===== src/rtl/mbx_pkg.sv =====
package mbx_pkg;

    // Handshake state of one direction (sender -> receiver).
    typedef struct packed {
        logic valid;  // sender's message-valid flag
        logic ack;    // receiver's acknowledge, mirrored as sender's transmit-ack
        logic pend;   // receiver's message-received event pending
    } link_t;

    localparam logic [7:0] ACK_CODE = 8'h02;

endpackage


===== src/rtl/mbx_link.sv =====
module mbx_link
    import mbx_pkg::*;
(
    input  logic clk,
    input  logic rst_n,
    input  logic vld_we,    // sender writes its transmit control byte
    input  logic vld_val,   // bit 0 of that write
    input  logic ack_req,   // receiver wrote the ack code
    output logic valid,
    output logic ack,
    output logic pend
);

    link_t st_d, st_q;

    always_comb begin
        st_d = st_q;
        if (vld_we) begin
            st_d.valid = vld_val;
        end
        if (!st_d.valid) begin
            // Withdrawal clears both the receiver's ack and the mirrored transmit-ack.
            st_d.ack  = 1'b0;
            st_d.pend = 1'b0;
        end else begin
            if (ack_req && st_q.valid) begin
                st_d.ack = 1'b1;
            end
            if (!st_q.valid) begin
                st_d.pend = 1'b1;
            end else if (st_d.ack) begin
                st_d.pend = 1'b0;
            end
        end
    end

    always_ff @(posedge clk or negedge rst_n) begin
        if (!rst_n) begin
            st_q <= '0;
        end else begin
            st_q <= st_d;
        end
    end

    assign valid = st_q.valid;
    assign ack   = st_q.ack;
    assign pend  = st_q.pend;

endmodule


===== src/rtl/mbx_port.sv =====
module mbx_port
    import mbx_pkg::*;
#(
    parameter int NW = 4,
    parameter int DW = 32,
    parameter int AW = 4
) (
    input  logic                   clk,
    input  logic                   rst_n,
    input  logic                   wen,
    input  logic [AW-1:0]          addr,
    input  logic [DW-1:0]          wdata,
    output logic [DW-1:0]          rdata,
    output logic                   irq,
    output logic [NW-1:0][DW-1:0]  tx_words,
    input  logic [NW-1:0][DW-1:0]  rx_words,
    input  logic                   tx_valid,
    input  logic                   tx_ack,
    input  logic                   rx_valid,
    input  logic                   rx_ack,
    input  logic                   rx_pend,
    output logic                   vld_we,
    output logic                   vld_val,
    output logic                   ack_req
);

    localparam int IW = (NW > 1) ? $clog2(NW) : 1;
    localparam logic [AW-1:0] OFF_RX  = AW'(NW);
    localparam logic [AW-1:0] OFF_TXC = AW'(2 * NW);
    localparam logic [AW-1:0] OFF_RXC = AW'(2 * NW + 1);
    localparam logic [AW-1:0] OFF_IEN = AW'(2 * NW + 2);

    typedef struct packed {
        logic [NW-1:0][DW-1:0] tx;
        logic [1:0]            ien;
    } port_st_t;

    port_st_t st_d, st_q;
    logic [AW-1:0] roff;

    assign roff = addr - OFF_RX;

    always_comb begin
        st_d    = st_q;
        vld_we  = 1'b0;
        vld_val = 1'b0;
        ack_req = 1'b0;
        if (wen) begin
            if (addr < OFF_RX) begin
                st_d.tx[addr[IW-1:0]] = wdata;
            end else if (addr == OFF_TXC) begin
                vld_we  = 1'b1;
                vld_val = wdata[0];
            end else if (addr == OFF_RXC) begin
                ack_req = (wdata[7:0] == ACK_CODE);
            end else if (addr == OFF_IEN) begin
                st_d.ien = wdata[1:0];
            end
        end
    end

    always_ff @(posedge clk or negedge rst_n) begin
        if (!rst_n) begin
            st_q <= '0;
        end else begin
            st_q <= st_d;
        end
    end

    always_comb begin
        rdata = '0;
        if (addr < OFF_RX) begin
            rdata = st_q.tx[addr[IW-1:0]];
        end else if (addr < OFF_TXC) begin
            rdata = rx_words[roff[IW-1:0]];
        end else if (addr == OFF_TXC) begin
            rdata[1:0] = {tx_ack, tx_valid};
        end else if (addr == OFF_RXC) begin
            rdata[1:0] = {rx_ack, rx_valid};
        end else if (addr == OFF_IEN) begin
            rdata[1:0] = st_q.ien;
        end
    end

    assign tx_words = st_q.tx;
    assign irq      = (st_q.ien[0] & rx_pend) | (st_q.ien[1] & tx_ack);

endmodule


===== src/rtl/dual_mailbox.sv =====
module dual_mailbox
    import mbx_pkg::*;
#(
    parameter int NW = 4,
    parameter int DW = 32,
    localparam int AW = $clog2(2 * NW + 3)
) (
    input  logic          clk,
    input  logic          rst_n,
    input  logic          a_wen,
    input  logic [AW-1:0] a_addr,
    input  logic [DW-1:0] a_wdata,
    output logic [DW-1:0] a_rdata,
    output logic          a_irq,
    input  logic          b_wen,
    input  logic [AW-1:0] b_addr,
    input  logic [DW-1:0] b_wdata,
    output logic [DW-1:0] b_rdata,
    output logic          b_irq
);

    // Index 0 = side A, index 1 = side B. Link d carries side d's message to side 1-d.
    logic [1:0]                    s_wen;
    logic [1:0][AW-1:0]            s_addr;
    logic [1:0][DW-1:0]            s_wdata;
    logic [1:0][DW-1:0]            s_rdata;
    logic [1:0]                    s_irq;
    logic [1:0][NW-1:0][DW-1:0]    txw;
    logic [1:0]                    vld_we, vld_val, ack_req;
    logic [1:0]                    lk_valid, lk_ack, lk_pend;

    assign s_wen   = {b_wen, a_wen};
    assign s_addr  = {b_addr, a_addr};
    assign s_wdata = {b_wdata, a_wdata};
    assign a_rdata = s_rdata[0];
    assign b_rdata = s_rdata[1];
    assign a_irq   = s_irq[0];
    assign b_irq   = s_irq[1];

    for (genvar s = 0; s < 2; s++) begin : g_side
        localparam int P = 1 - s;

        mbx_port #(.NW(NW), .DW(DW), .AW(AW)) u_port (
            .clk      (clk),
            .rst_n    (rst_n),
            .wen      (s_wen[s]),
            .addr     (s_addr[s]),
            .wdata    (s_wdata[s]),
            .rdata    (s_rdata[s]),
            .irq      (s_irq[s]),
            .tx_words (txw[s]),
            .rx_words (txw[P]),
            .tx_valid (lk_valid[s]),
            .tx_ack   (lk_ack[s]),
            .rx_valid (lk_valid[P]),
            .rx_ack   (lk_ack[P]),
            .rx_pend  (lk_pend[P]),
            .vld_we   (vld_we[s]),
            .vld_val  (vld_val[s]),
            .ack_req  (ack_req[s])
        );

        mbx_link u_link (
            .clk     (clk),
            .rst_n   (rst_n),
            .vld_we  (vld_we[s]),
            .vld_val (vld_val[s]),
            .ack_req (ack_req[P]),
            .valid   (lk_valid[s]),
            .ack     (lk_ack[s]),
            .pend    (lk_pend[s])
        );
    end

endmodule


===== config.mk =====
export PLATFORM = sky130hd
export DESIGN_NAME = dual_mailbox
export DESIGN_NICKNAME = d
export VERILOG_FILES = /design/src/rtl/mbx_pkg.sv /design/src/rtl/mbx_link.sv /design/src/rtl/mbx_port.sv /design/src/rtl/dual_mailbox.sv
export SDC_FILE = /design/constraint.sdc
export NUM_CORES = 1
export LEC_CHECK = 0
export CORE_MARGIN = 2
export CORE_UTILIZATION = 60
export DETAILED_ROUTE_END_ITERATION = 10
export HOLD_SLACK_MARGIN = 0.15
export PLACE_DENSITY = 0.83
export SYNTH_ARGS = -nofsm -noshare
export SYNTH_HDL_FRONTEND = slang
export SYNTH_SLANG_ARGS = --single-unit

===== constraint.sdc =====
create_clock -name clk -period 2.3 [get_ports clk]
set_input_delay 0.23 -clock clk [delete_from_list [all_inputs] [get_ports clk]]
set_output_delay 0.23 -clock clk [all_outputs]
set_load 0.005 [all_outputs]

; ---- Word level (Yosys, flattened, before mapping)
; Cells that the tools add are included.
[totals]
in_bits = 76
wordCells = 116
ff_bits = 266
output_inout_bits = 66
[classes]
magnitude_cmp = 10
n_reduce_logical = 8
mux = 58
bitwise_logic = 12
addsub = 2
n_eq_ne = 10
[ops]
columns = operator, n
row1 = binary-select mux 32 bit (select 2 bit), 4
row2 = bitwise mux 128 bit, 2
row3 = two-way mux 32 bit, 8
row4 = demux 32 bit (select 2 bit), 2
row5 = two-way mux 30 bit, 2
row6 = two-way mux 1 bit, 30
row7 = "== test 4 bit, second input constant", 6
row8 = two-way mux 2 bit, 10
row9 = "== test 8 x 2 -> 1 bit, second input constant", 2
row10 = "< comparator 2 x 3 -> 1 bit, second input constant", 4
row11 = AND reduction 5 bit, 2
row12 = "< comparator 4 x 3 -> 1 bit, second input constant", 2
row13 = "< comparator 4 bit, second input constant", 2
row14 = "inequality test 3 bit, second input constant", 2
row15 = inverter 1 bit, 6
row16 = bitwise AND 1 bit, 4
row17 = ">= comparator 2 x 1 -> 1 bit, second input constant", 2
row18 = logical AND 1 bit, 4
row19 = AND reduction 2 bit, 2
row20 = "subtractor 2 x 1 -> 2 bit, second input constant", 2
row21 = bitwise OR 1 bit, 2

; ---- Logic depth before layout (Yosys ltp)
[logic_depth]
ltp_word = 11
ltp_mapped = 6

; ---- Hierarchy
; From an unflattened synthesis, not the netlist that was laid out.
[hier_totals]
cells_unflattened = 1322
hier_area_um2 = 16908.7
[modules_own_cells]
columns = module, cells_each, area_each_um2, seq_area_each_um2, instances
row1 = mbx_port, 650, 8330.5, 3253.1, 2
row2 = mbx_link, 11, 123.9, 75.1, 2

; ---- Worst setup path before layout
; OpenSTA, ideal clock, no wires.
[synth_path]
path_kind = input to output
from = input port a_addr[0]
to = output port a_rdata[10]
path_slack_ns = 0.788
stages = 5
t_arrival_ns = 1.282
path_buffers = 2
t_required_ns = 2.070
cell_sequence = buf_4 buf_4 mux4_2 mux2i_1 nor2_1
[synth_via]
elab_chain_cells = 5
[synth_lines]
columns = element, line_no
row1 = start: declaration, dual_mailbox.sv:11  ; input logic [AW-1:0] a_addr,
row2 = subtractor 2 x 1 -> 2 bit, mbx_port.sv:41  ; assign roff = addr - OFF_RX;
row3 = binary-select mux 32 bit (select 2 bit), mbx_port.sv:75  ; rdata = rx_words[roff[IW-1:0]];
row4 = two-way mux 32 bit (not written as such), mbx_port.sv:75
row5 = two-way mux 30 bit, mbx_port.sv:74  ; end else if (addr < OFF_TXC) begin
row6 = two-way mux 32 bit (*), mbx_port.sv:72  ; if (addr < OFF_RX) begin
row7 = end: declaration, dual_mailbox.sv:13  ; output logic [DW-1:0] a_rdata,
; Every way passes the cells marked *; elsewhere a longest branch is shown, timed or not. The select of a mux whose other input is x is not followed.

; ---- Worst setup path in the final report
[layout_path]
from = register g_side[0].u_port.st_q (netlist bit g_side[0].u_port.tx_words[108])
to = output port a_rdata[12]
[layout_via]
elab_chain_cells = 3
[layout_lines]
columns = element, line_no
row1 = start: declaration, mbx_port.sv:38  ; port_st_t st_d, st_q;
row2 = start signal: assignment, mbx_port.sv:66  ; st_q <= st_d;
row3 = binary-select mux 32 bit (select 2 bit), mbx_port.sv:73  ; rdata = st_q.tx[addr[IW-1:0]];
row4 = two-way mux 32 bit (not written as such), mbx_port.sv:73
row5 = two-way mux 32 bit, mbx_port.sv:72
; Every way passes these cells. The select of a mux whose other input is x is not followed.

==> results.py <==
metrics = {
    "outcome": {
        "status": "completed",
    },
    "synthesis": {
        "synth_area_sq_mm": 0.01423,
        "avgSynthCellArea_sq_um": 15.44,
        "synth-seq-cells": 266,
        "synth_ff_type": "dfrtp_1",
        "synth-simple-area-share_pct": 3.481,
        "synth_edf_count": 0,
        "ys_seq_area_share_pct": 46.77,
        "synth_xor_area_share_pct": 0,
        "synth_adder_area_share_pct": 0,
        "synth_top_family_by_area": "multiplexers",
        "synth-async-reset-ratio_pct": 100.0,
        "syn_nets": 998,
        "synth_warnings": 0,
        "synthMuxAreaShare_pct": 45.46,
        "synthCells": 922,
        "yosysUniqueCellTypes": 35,
        "synth_compound_area_share_pct": 0.8790,
    },
    "timing": {
        "final.setup_skew_ps": 1.501,
        "worst_pin_slew_ps": 627.8,
        "period_share_pct": 97.42,
        "setup-violations-final": 0,
        "relSlewSlack_pct": 58.15,
        "final.setup.worst_slack_ps": 59.37,
        "min_period_ps": 2241,
        "max_clock_freq_mhz": 446.3,
        "maxSlewViolCount": 0,
        "final_hold_viol_count": 0,
    },
    "finish": {
        "fillers": 1518,
        "design_area_sq_mm": 0.01737,
        "post-route-util_pct": 74.21,
        "final_cell_count_no_fill": 1436,
        "regArea_sq_mm": 0.006656,
        "syn_to_final_growth_pct": 22.01,
        "layout_commonest_cell": "dfrtp_1",
        "final_cell_mix": "dfrtp_1 (266), mux2_2 (254), mux4_2 (124)",
        "multi_input_area_sq_mm": 0.007172,
        "drive_above_1_share_pct": 47.49,
        "layout.nets": 1170,
    },
    "floorplan": {
        "core-area_sq_mm": 0.02340,
        "io_pins": 142,
        "fp-row-count": 56,
        "die_area_sq_mm": 0.02497,
        "die_h_microns": 158.0,
        "dieWidth_microns": 158.0,
        "initial_utilization_pct": 60.82,
    },
    "detailed_routing": {
        "routed_via_density": 6.260,
        "detail_route.wl_per_cell_microns": 24.50,
        "wl_microns": 35180,
        "drt_iter0_drc": 588,
        "first_pass_iters": 4,
        "drc_errors": 0,
        "vias": 8990,
        "antenna_left": 0,
    },
    "worst_setup_path": {
        "crit_slowest_cell": "mux4_2",
        "critPathTopFamily": "multiplexers",
        "path_cells": "buf_4 > mux4_2 > mux2i_1 > nor2_1 > dlygate4sd2_1",
        "slowest_delay_ps": 450,
        "crit_path_max_fanout": 2,
        "critPathKind": "reg2out",
        "critPathArrivalTime_ps": 2010,
        "path_buf_inv": 2,
        "start_kind": "flop",
        "worst_ep_required_time_ps": 2070,
        "end_kind": "output pin",
    },
    "placement": {
        "numPortBuffers": 141,
        "placed_cells": 1366,
        "post-place-ws_ps": -17.82,
        "placed_cell_area_sq_mm": 0.01626,
        "hpwlAfterDp_microns": 23530,
        "gp_congestion": 0.8032,
    },
    "clock_tree": {
        "cts_sinks": 266,
        "clk_latency_ps": 540,
        "cts_tree": "built",
        "clock_tree.root_cell": "clkbuf_16",
        "cts.path.max_buffers": 3,
        "clk_pin_slew_worst_paths_ps": 60,
        "cts_inserted_buffers": 29,
        "htree_levels": 1,
    },
    "grt": {
        "grt_use_total_pct": 29.41,
        "grt_pass1_vias": 9821,
        "grt_pass1_wl_microns": 55670,
        "grt_start_max_net_pins": 63,
        "antenna_found_initial": 0,
        "gr-total-overflow": 0,
    },
    "worst_hold_path": {
        "hold_class": "in2async",
    },
    "run": {
        "drv_cap": 0,
    },
    "pwr": {
        "p_leak_uw": 0.007657,
        "power_uw": 15020,
        "ir_drop_mv": 0.8002,
        "power_density_mw_per_mm2": 864.9,
    },
}
==> synthesized netlist by cell type, drive strengths merged, types with 3 or more instances <==
cell type | instances | area share, %
nand2 | 7 | 0.18
nor4 | 3 | 0.13
a21oi | 6 | 0.21
dfrtp | 266 | 47
o221ai | 4 | 0.25
nor2 | 69 | 1.8
o22ai | 4 | 0.18
mux4 | 124 | 20
nand2b | 6 | 0.26
nand3 | 4 | 0.14
buf | 60 | 3.0
nor3b | 3 | 0.24
mux2 | 264 | 21
clkbuf | 14 | 0.38
mux2i | 70 | 4.9
==> metrics by stage <==
step | setup TNS [ps] | hold slack, ps
2_1_floorplan | 0 | -65.59
6_report | 0 | 234.4
3_3_place_gp | -18.97 | 206.2
3_5_place_dp | -17.82 | 207.0
4_1_cts | -157.6 | 231.7
5_1_grt | -12.24 | 263.4
==> sequential cells by signal, summed over array words and instances (netlist names) <==
name	flops
g_side.u_port.st_q	4
g_side.u_link.ack	2
g_side.u_link.valid	2
g_side.u_port.tx_words	256
g_side.u_link.pend	2
==> worst paths after layout <==
path | from | endpoint | slack, ps | cells after the start
max reg2reg | g_side[0].u_link.valid | g_side[0].u_link.pend | 1110 | 4
max in group asynchronous | rst_n | g_side[0].u_port.tx_words[2] | 1340 | 3
min in group clk | a_wdata[24] | g_side[0].u_port.tx_words[120] | 380 | 2
min | rst_n | g_side[1].u_link.pend | 230 | 2
min reg2reg | g_side[0].u_port.tx_words[120] | g_side[0].u_port.tx_words[120] | 510 | 1
max | g_side[0].u_port.tx_words[108] | a_rdata[12] | 60 | 5
==> layout make-up <==
cell class	instances	share of cell area, %
Multi-Input combinational cell	580	41.30
Antenna cell	1	0.01441
Clock buffer	40	4.878
Tap cell	319	2.298
Sequential cell	266	38.33
Inverter	2	0.04323
Timing Repair Buffer	215	12.31
Clock inverter	13	0.8285
==> routing by layer <==
| layer | share of wire, % | global-route usage [%] |
|---|---|---|
| met4 | 1.6 | 7.121 |
| met5 | 0 | 0 |
| met1 | 40 | 41.21 |
| met2 | 51 | 49.71 |
| met3 | 6.5 | 3.805 |
==> logic make-up after synthesis <==
family,after synthesis
AOI/OAI and AO/OA,18
buffers and inverters,76
and+or+nand+nor,104
muxes,458
DFF,266
==> worst reg2reg max path, delay by kind of cell, from the launching register on <==
family	cells	cell delay [ps]
flops	1	420
compound gates	2	260
simple gates	2	400
==> where the power goes <==
part / internal, uW / leakage [uW] / switching [uW]
Clock: 2890 / 0.000501 / 1890
Combinational: 2380 / 0.00389 / 1280
Sequential: 5770 / 0.00327 / 807
Total: 11000 / 0.00766 / 3980
==> what timing repair did <==
item / in CTS / in global routing
buffers inserted: 14 / 1
pin swaps: 0 / 5
hold endpoints to repair: 266 / 0
gates cloned: 0 / 0
hold buffers: 1 / 0
setup endpoints to repair: 63 / 10
gates resized for setup: 67 / 13
(Power assumes the default switching activity.)
